<file path="config.mk">
export PLATFORM = sky130hd
export DESIGN_NAME = nand_glue_top
export DESIGN_NICKNAME = d
export VERILOG_FILES = /design/src/rtl/nand_glue_pkg.sv /design/src/rtl/nand_glue_decode.sv /design/src/rtl/nand_glue_strobe.sv /design/src/rtl/nand_glue_top.sv
export SDC_FILE = /design/constraint.sdc
export NUM_CORES = 1
export LEC_CHECK = 0
export ABC_AREA = 1
export BUFFER_PORTS_ARGS = -buffer_cell sky130_fd_sc_hd__buf_2
export CAP_MARGIN = 25
export CELL_PAD_IN_SITES_DETAIL_PLACEMENT = 1
export CELL_PAD_IN_SITES_GLOBAL_PLACEMENT = 1
export CORE_MARGIN = 5
export CORE_UTILIZATION = 24
export DETAILED_ROUTE_END_ITERATION = 7
export GPL_ROUTABILITY_DRIVEN = 0
export PLACE_DENSITY_LB_ADDON = 0.1
export SLEW_MARGIN = 10
export SYNTH_ARGS = -nofsm -noshare
export SYNTH_HDL_FRONTEND = slang
export SYNTH_HIERARCHICAL = 1
export SYNTH_SLANG_ARGS = --single-unit
</file>
<file path="constraint.sdc">
create_clock -name clk -period 1.8 [get_ports clk]
set_input_delay 0.27 -clock clk [delete_from_list [all_inputs] [get_ports clk]]
set_output_delay 0.27 -clock clk [all_outputs]
set_load 0.02 [all_outputs]
</file>
<file path="src/rtl/nand_glue_pkg.sv">
package nand_glue_pkg;

    typedef enum logic [2:0] {
        RG_NONE,
        RG_SRAM,
        RG_CMD,
        RG_ADR,
        RG_DATA
    } region_e;

    typedef struct packed {
        logic sram_sel;
        logic nand_sel;
        logic cmd;
        logic adr;
        logic dat;
    } sel_s;

    function automatic sel_s region_to_sel(input region_e r);
        sel_s s;
        s.sram_sel = (r == RG_SRAM);
        s.cmd      = (r == RG_CMD);
        s.adr      = (r == RG_ADR);
        s.dat      = (r == RG_DATA);
        s.nand_sel = s.cmd | s.adr | s.dat;
        return s;
    endfunction

endpackage

</file>
<file path="src/rtl/nand_glue_decode.sv">
module nand_glue_decode
    import nand_glue_pkg::*;
#(
    parameter int ADDR_W = 16,
    parameter logic [ADDR_W-1:0] CMD_ADDR  = 16'h7FFE,
    parameter logic [ADDR_W-1:0] ADR_ADDR  = 16'h7FFF,
    parameter logic [ADDR_W-1:0] SRAM_LAST = 16'h7FFD,
    parameter logic [ADDR_W-1:0] DATA_BASE = 16'h8000,
    parameter int WIN_SMALL_W = 10,
    parameter int WIN_BIG_W   = 12
) (
    input  logic              clk,
    input  logic              rst,
    input  logic [ADDR_W-1:0] addr,
    input  logic              big,
    output sel_s              sel_q
);
    localparam logic [ADDR_W-1:0] BASE_SMALL = DATA_BASE >> WIN_SMALL_W;
    localparam logic [ADDR_W-1:0] BASE_BIG   = DATA_BASE >> WIN_BIG_W;

    region_e region;
    logic    in_win;

    always_comb begin
        if (big) in_win = ((addr >> WIN_BIG_W) == BASE_BIG);
        else     in_win = ((addr >> WIN_SMALL_W) == BASE_SMALL);
    end

    always_comb begin
        if (addr == CMD_ADDR)       region = RG_CMD;
        else if (addr == ADR_ADDR)  region = RG_ADR;
        else if (addr <= SRAM_LAST) region = RG_SRAM;
        else if (in_win)            region = RG_DATA;
        else                        region = RG_NONE;
    end

    always_ff @(posedge clk) begin
        if (rst) sel_q <= '0;
        else     sel_q <= region_to_sel(region);
    end

    // the selection one edge later reflects the address of this edge
    a_r10_cmd_lag: assert property (@(posedge clk) disable iff (rst)
        (addr == CMD_ADDR) |=> (sel_q.cmd && sel_q.nand_sel && !sel_q.sram_sel));
    a_r10_sram_lag: assert property (@(posedge clk) disable iff (rst)
        (addr < SRAM_LAST) |=> (sel_q.sram_sel && !sel_q.nand_sel));
    // the decoded data window never overlaps the register locations
    a_r3_data_excl: assert property (@(posedge clk) disable iff (rst)
        sel_q.dat |-> !(sel_q.cmd || sel_q.adr || sel_q.sram_sel));

endmodule

</file>
<file path="src/rtl/nand_glue_strobe.sv">
module nand_glue_strobe
    import nand_glue_pkg::*;
#(
    parameter int DATA_W = 8
) (
    input  logic              clk,
    input  logic              rst,
    input  sel_s              sel_q,
    input  logic              wr_n,
    input  logic              rd_n,
    input  logic              rb,
    output logic              nand_ce_n,
    output logic              nand_cle,
    output logic              nand_ale,
    output logic              nand_we_n,
    output logic              nand_re_n,
    output logic              nand_wp_n,
    output logic              sram_ce_n,
    output logic              rdback_oe,
    output logic [DATA_W-1:0] rdback_data
);
    logic live;
    assign live = !rst;

    always_comb begin
        nand_ce_n   = !(live && sel_q.nand_sel);
        sram_ce_n   = !(live && sel_q.sram_sel);
        nand_cle    = live && sel_q.cmd && rd_n;
        nand_ale    = live && sel_q.adr && rd_n;
        nand_we_n   = !(live && sel_q.nand_sel && !wr_n);
        nand_re_n   = !(live && sel_q.dat && !rd_n);
        nand_wp_n   = 1'b1;
        rdback_oe   = live && sel_q.cmd && !rd_n;
        rdback_data = rdback_oe ? {{(DATA_W-1){1'b0}}, rb} : '0;
    end

    // never both parts enabled
    a_r4_one_ce: assert property (@(posedge clk) disable iff (rst)
        nand_ce_n || sram_ce_n);
    // command latch excludes address latch and needs the flash enabled
    a_r1_cle_excl: assert property (@(posedge clk) disable iff (rst)
        nand_cle |-> (!nand_ale && !nand_ce_n && sram_ce_n));
    // a read-enable pulse is never a command or address cycle
    a_r5_re_data: assert property (@(posedge clk) disable iff (rst)
        !nand_re_n |-> (!nand_ce_n && !nand_cle && !nand_ale));
    // status readback never strobes the flash read
    a_r6_no_re_status: assert property (@(posedge clk) disable iff (rst)
        rdback_oe |-> (nand_re_n && !nand_cle));
    // inactive levels under reset
    a_r9_reset_idle: assert property (@(posedge clk)
        rst |-> (nand_ce_n && sram_ce_n && !nand_cle && !nand_ale
                 && nand_we_n && nand_re_n && !rdback_oe));

endmodule

</file>
<file path="src/rtl/nand_glue_top.sv">
module nand_glue_top
    import nand_glue_pkg::*;
#(
    parameter int LO_W   = 8,
    parameter int ADDR_W = 16,
    parameter int DATA_W = 8
) (
    input  logic                   clk,
    input  logic                   rst,
    input  logic [LO_W-1:0]        bus_addr_lo,
    input  logic [ADDR_W-LO_W-1:0] bus_addr_hi,
    input  logic                   bus_wr_n,
    input  logic                   bus_rd_n,
    input  logic                   page_big,
    input  logic                   nand_rb,
    output logic                   nand_ce_n,
    output logic                   nand_cle,
    output logic                   nand_ale,
    output logic                   nand_we_n,
    output logic                   nand_re_n,
    output logic                   nand_wp_n,
    output logic                   sram_ce_n,
    output logic                   rdback_oe,
    output logic [DATA_W-1:0]      rdback_data
);
    logic [ADDR_W-1:0] addr_full;
    sel_s              sel_q;

    assign addr_full = {bus_addr_hi, bus_addr_lo};

    nand_glue_decode #(.ADDR_W(ADDR_W)) u_decode (
        .clk   (clk),
        .rst   (rst),
        .addr  (addr_full),
        .big   (page_big),
        .sel_q (sel_q)
    );

    nand_glue_strobe #(.DATA_W(DATA_W)) u_strobe (
        .clk         (clk),
        .rst         (rst),
        .sel_q       (sel_q),
        .wr_n        (bus_wr_n),
        .rd_n        (bus_rd_n),
        .rb          (nand_rb),
        .nand_ce_n   (nand_ce_n),
        .nand_cle    (nand_cle),
        .nand_ale    (nand_ale),
        .nand_we_n   (nand_we_n),
        .nand_re_n   (nand_re_n),
        .nand_wp_n   (nand_wp_n),
        .sram_ce_n   (sram_ce_n),
        .rdback_oe   (rdback_oe),
        .rdback_data (rdback_data)
    );

endmodule

</file>
* Word-level counts from Yosys, hierarchy flattened
Cells that the tools add are included.
** Storage, ports and cells
- Register bits after elaboration :: 5
- Bits in latches :: 0
- RAM bits :: 0
- ROM bits :: 0
- Input port bits :: 22
- Output and inout bits :: 16
- Word-level logic and storage cells :: 39
- Memories :: 0
** Operators by class
- Add/subtract/negate cells :: 0
- Multiply operators :: 0
- Div/mod/pow operators :: 0
- $lt $le $gt $ge :: 1
- Equality and inequality tests :: 8
- Shifts and indexed selects :: 0
- Mux-type cells :: 6
- Bitwise operators :: 2
- Reduce and logical (&&, ||, !) cells :: 17
** Operator list (count)
- equality test 16 x 15 -> 1 bit, second input constant :: 2
- less-or-equal comparator 16 x 15 -> 1 bit, second input constant :: 1
- 2-to-1 mux 3 bit :: 4
- logical AND 1 bit :: 10
- zero test 1 bit :: 7
- equality test 3 x 2 -> 1 bit, second input constant :: 2
- equality test 6 bit, second input constant :: 1
- equality test 4 bit, second input constant :: 1
- equality test 3 x 1 -> 1 bit, second input constant :: 1
- equality test 3 bit, second input constant :: 1
- 2-to-1 mux 1 bit :: 2
- bitwise OR 1 bit :: 2

* Depth between registers and ports, before layout
- Word-level depth :: 9
- Mapped depth :: 7
- Mapped depth without buffers :: 7

* Cells and area by module
The synthesis kept the hierarchy.
** Modules (own cells, without submodules)
- nand_glue_decode :: times used 1, cells each 47, area each 306.5 um^2, sequential area each 100.1 um^2
- nand_glue_strobe :: times used 1, cells each 25, area each 135.1 um^2, sequential area each 0.0 um^2

* Worst setup path before layout
No wires, ideal clock.
- Kind :: input port to output port
- Start point :: in rst
- End point :: out nand_ale
- Data arrival time :: 699 ps
- Path slack :: 831 ps
- Cell stages on the path :: 3
- Cell sequence :: inv_1 > nand2_1 > nor2_1
** On the way
- Cells in the longest elaborated chain, start to end :: 3
** RTL lines
- from (decl) :: RTL line nand_glue_top.sv:9 : input logic rst,
- zero test 1 bit :: RTL line nand_glue_strobe.sv:23 : assign live = !rst;
- logical AND 1 bit (2 in series) :: RTL line nand_glue_strobe.sv:29 : nand_ale = live && sel_q.adr && rd_n;
- to (decl) :: RTL line nand_glue_top.sv:18 : output logic nand_ale,
Every way passes these cells.

* Worst setup path in the final report
- Start point :: reg u_decode/sel_q[2] (netlist name)
- End point :: out nand_cle
** On the way
- Cells in the longest elaborated chain, start to end :: 2
** RTL lines
- logical AND 1 bit (2 in series) :: RTL line nand_glue_strobe.sv:28 : nand_cle = live && sel_q.cmd && rd_n;
- to (decl) :: RTL line nand_glue_top.sv:17 : output logic nand_cle,
Every way passes these cells.

==> flow_summary.json <==
{
  "status": "complete, no violations",
  "num_rows": 15,
  "dp_hpwl_um": 980.7,
  "post_dp_cell_area_um2": 580.6,
  "crit_start": "u_decode/sel_q[2]",
  "cp_max_fo": 2,
  "ys_warn_count": 6,
  "antenna_cells": 0,
  "cts_setup_buffers": 0,
  "grtUsageTotal_pct": 8.070,
  "timing.final.crit_period_ps": 1141,
  "coreArea_um2": 1745,
  "p_leak_nw": 0.3771,
  "finalSetupViolations": 0,
  "drtIter0Drc": 4,
  "max_freq_mhz": 876.2,
  "post_cts_resized": 0,
  "pre_cts_ws_ps": 666.1,
  "ir_worst_vdd_mv": 0.1277,
  "wl_per_cell_um": 7.945,
  "grt_first_pass_wirelength_um": 1711,
  "start_util_pct": 25.30,
  "fill_cells": 247,
  "hold_slack_ps": 281.4,
  "antenna_found_initial": 0,
  "die_height_um": 52.90,
  "synth_area_leaders": "dfxtp_1 23%, nand2_1 14%, buf_4 14%",
  "arrival_ps": 870,
  "syn2layout_area_growth_pct": 37.39,
  "top_level_ports": 38,
  "grt_max_degree": 7,
  "wl_um": 1017,
  "overflow": 0,
  "reg_top3": "u_decode/sel_q: 5 flops",
  "synthTopCellsByCount": "17 x nand2_1, 15 x inv_1, 9 x nor2_1",
  "hold_depth": 2,
  "hold_viol": 0,
  "setup_ws_ps": 658.8,
  "fin_area_um2": 606.8,
  "yosys.area.top_type": "dfxtp_1",
  "vias": 487,
  "endpoint": "nand_cle",
  "hp-class": "in2reg",
  "synth_cells": 72,
  "die_w_um": 52.90,
  "remaining_drc_errors": 0,
  "finish.utilization_pct": 34.77,
  "dieArea_um2": 2798,
  "syn_area_per_cell_um2": 6.134,
  "fin_tns_setup_ps": 0,
  "ant_nets": 0,
  "largest_reg_flops": 5,
  "finalNetCount": 126,
  "clockBufferDepth": 2,
  "yosysTopAreaCellShare_pct": 22.66,
  "drive_gt1_share_pct": 39.81,
  "max_cap_viol_count": 0,
  "yosysMostFrequentCell": "nand2_1",
  "regMostFlops": "u_decode/sel_q",
  "clk_pin_slew_ps": 40,
  "worstPathRequired_ps": 1530,
  "cp-end-kind": "output pin",
  "p_per_area_nw_per_um2": 505.4,
  "synth_edf_count": 0,
  "synth_seq_area_share_pct": 22.66,
  "cp-start-kind": "flip-flop",
  "synthDistinctLibCells": 18,
  "cts_tree": "yes",
  "rsz0062_at_grt": "no",
  "vias_per_cell": 3.805,
  "ctsHoldBuffers": 0,
  "grt_pass1_vias": 480,
  "synth_seq_cells": 5,
  "port_buffers": 29,
  "critPathKind": "reg2out",
  "cts_sinks": 5,
  "async_flop_share_pct": 0,
  "ys.flop_type": "dfxtp_1",
  "htreeDepth": 1,
  "numCtsBuffers": 3,
  "drt-pass1-iter-count": 4,
  "drv_slew": 0,
  "synth_area_um2": 441.7,
  "period_share_pct": 63.40,
  "root_buffer": "clkbuf_4"
}
-- metrics by stage --
stage          std cells   power, W
3_3_place_gp         124  0.0001846
2_1_floorplan         78  0.0001671
4_1_cts              128  0.0003130
6_report             128  0.0003067
3_5_place_dp         124  0.0001861
5_1_grt              128  0.0003291
-- layer usage --
metal,vias to the layer above,share of wire (%),track usage (%)
met5,-,0,0
met1,206,39,9.428
met4,0,0,5.106
met2,23,50,13.84
met3,0,10,0.8451
li1,258,-,-
-- final cells by class --
| type | count | area [µm²] | area share, % |
|---|---|---|---|
| Sequential cell | 5 | 100.1 | 16.49 |
| Multi-Input combinational cell | 50 | 247.7 | 40.82 |
| Tap cell | 25 | 31.28 | 5.155 |
| Timing Repair Buffer | 29 | 145.1 | 23.92 |
| Clock buffer | 4 | 26.28 | 4.330 |
| Inverter | 15 | 56.30 | 9.278 |
-- logic make-up after synthesis --
family / synth area share (%)
AO/OA/AOI/OAI: 6.233
buffers and inverters: 26.35
flip-flops: 22.66
other: 1.700
AND/OR/NAND/NOR: 43.06
-- worst min-delay path by stage --
stage                              start  slack (ps)                 to
after floorplan                      rst         330  u_decode/sel_q[4]
after global placement               rst         530  u_decode/sel_q[4]
after detailed placement             rst         530  u_decode/sel_q[4]
after CTS                            rst         280  u_decode/sel_q[4]
after global routing      bus_addr_lo[1]         290  u_decode/sel_q[1]
final                                rst         280  u_decode/sel_q[4]
-- cells in the final DEF (no fill, tap or decap) --
cell type / n
nor3_1: 2
nand3_1: 2
o211a_1: 1
nor2_4: 1
nor2_2: 2
a21oi_2: 1
dfxtp_1: 5
conb_1: 8
nand2_2: 2
nand3b_1: 1
nand4_2: 1
buf_2: 29
clkbuf_4: 3
nand2_1: 17
nand3_2: 1
inv_1: 15
nor2_1: 9
o21ai_2: 1
clkbuf_1: 1
nand4_1: 1
-- worst max-delay path, stage by stage, from the launching register on --
cell and delay [ps]:
dfxtp_1 340, nand2_1 60, nor2_1 80, buf_2 160
-- report_power, final --
part	switching, W	internal [W]
sequential	0.000000538	0.000113
clock	0.0000398	0.0000834
combinational	0.0000443	0.0000256
(Power assumes the default switching activity.)
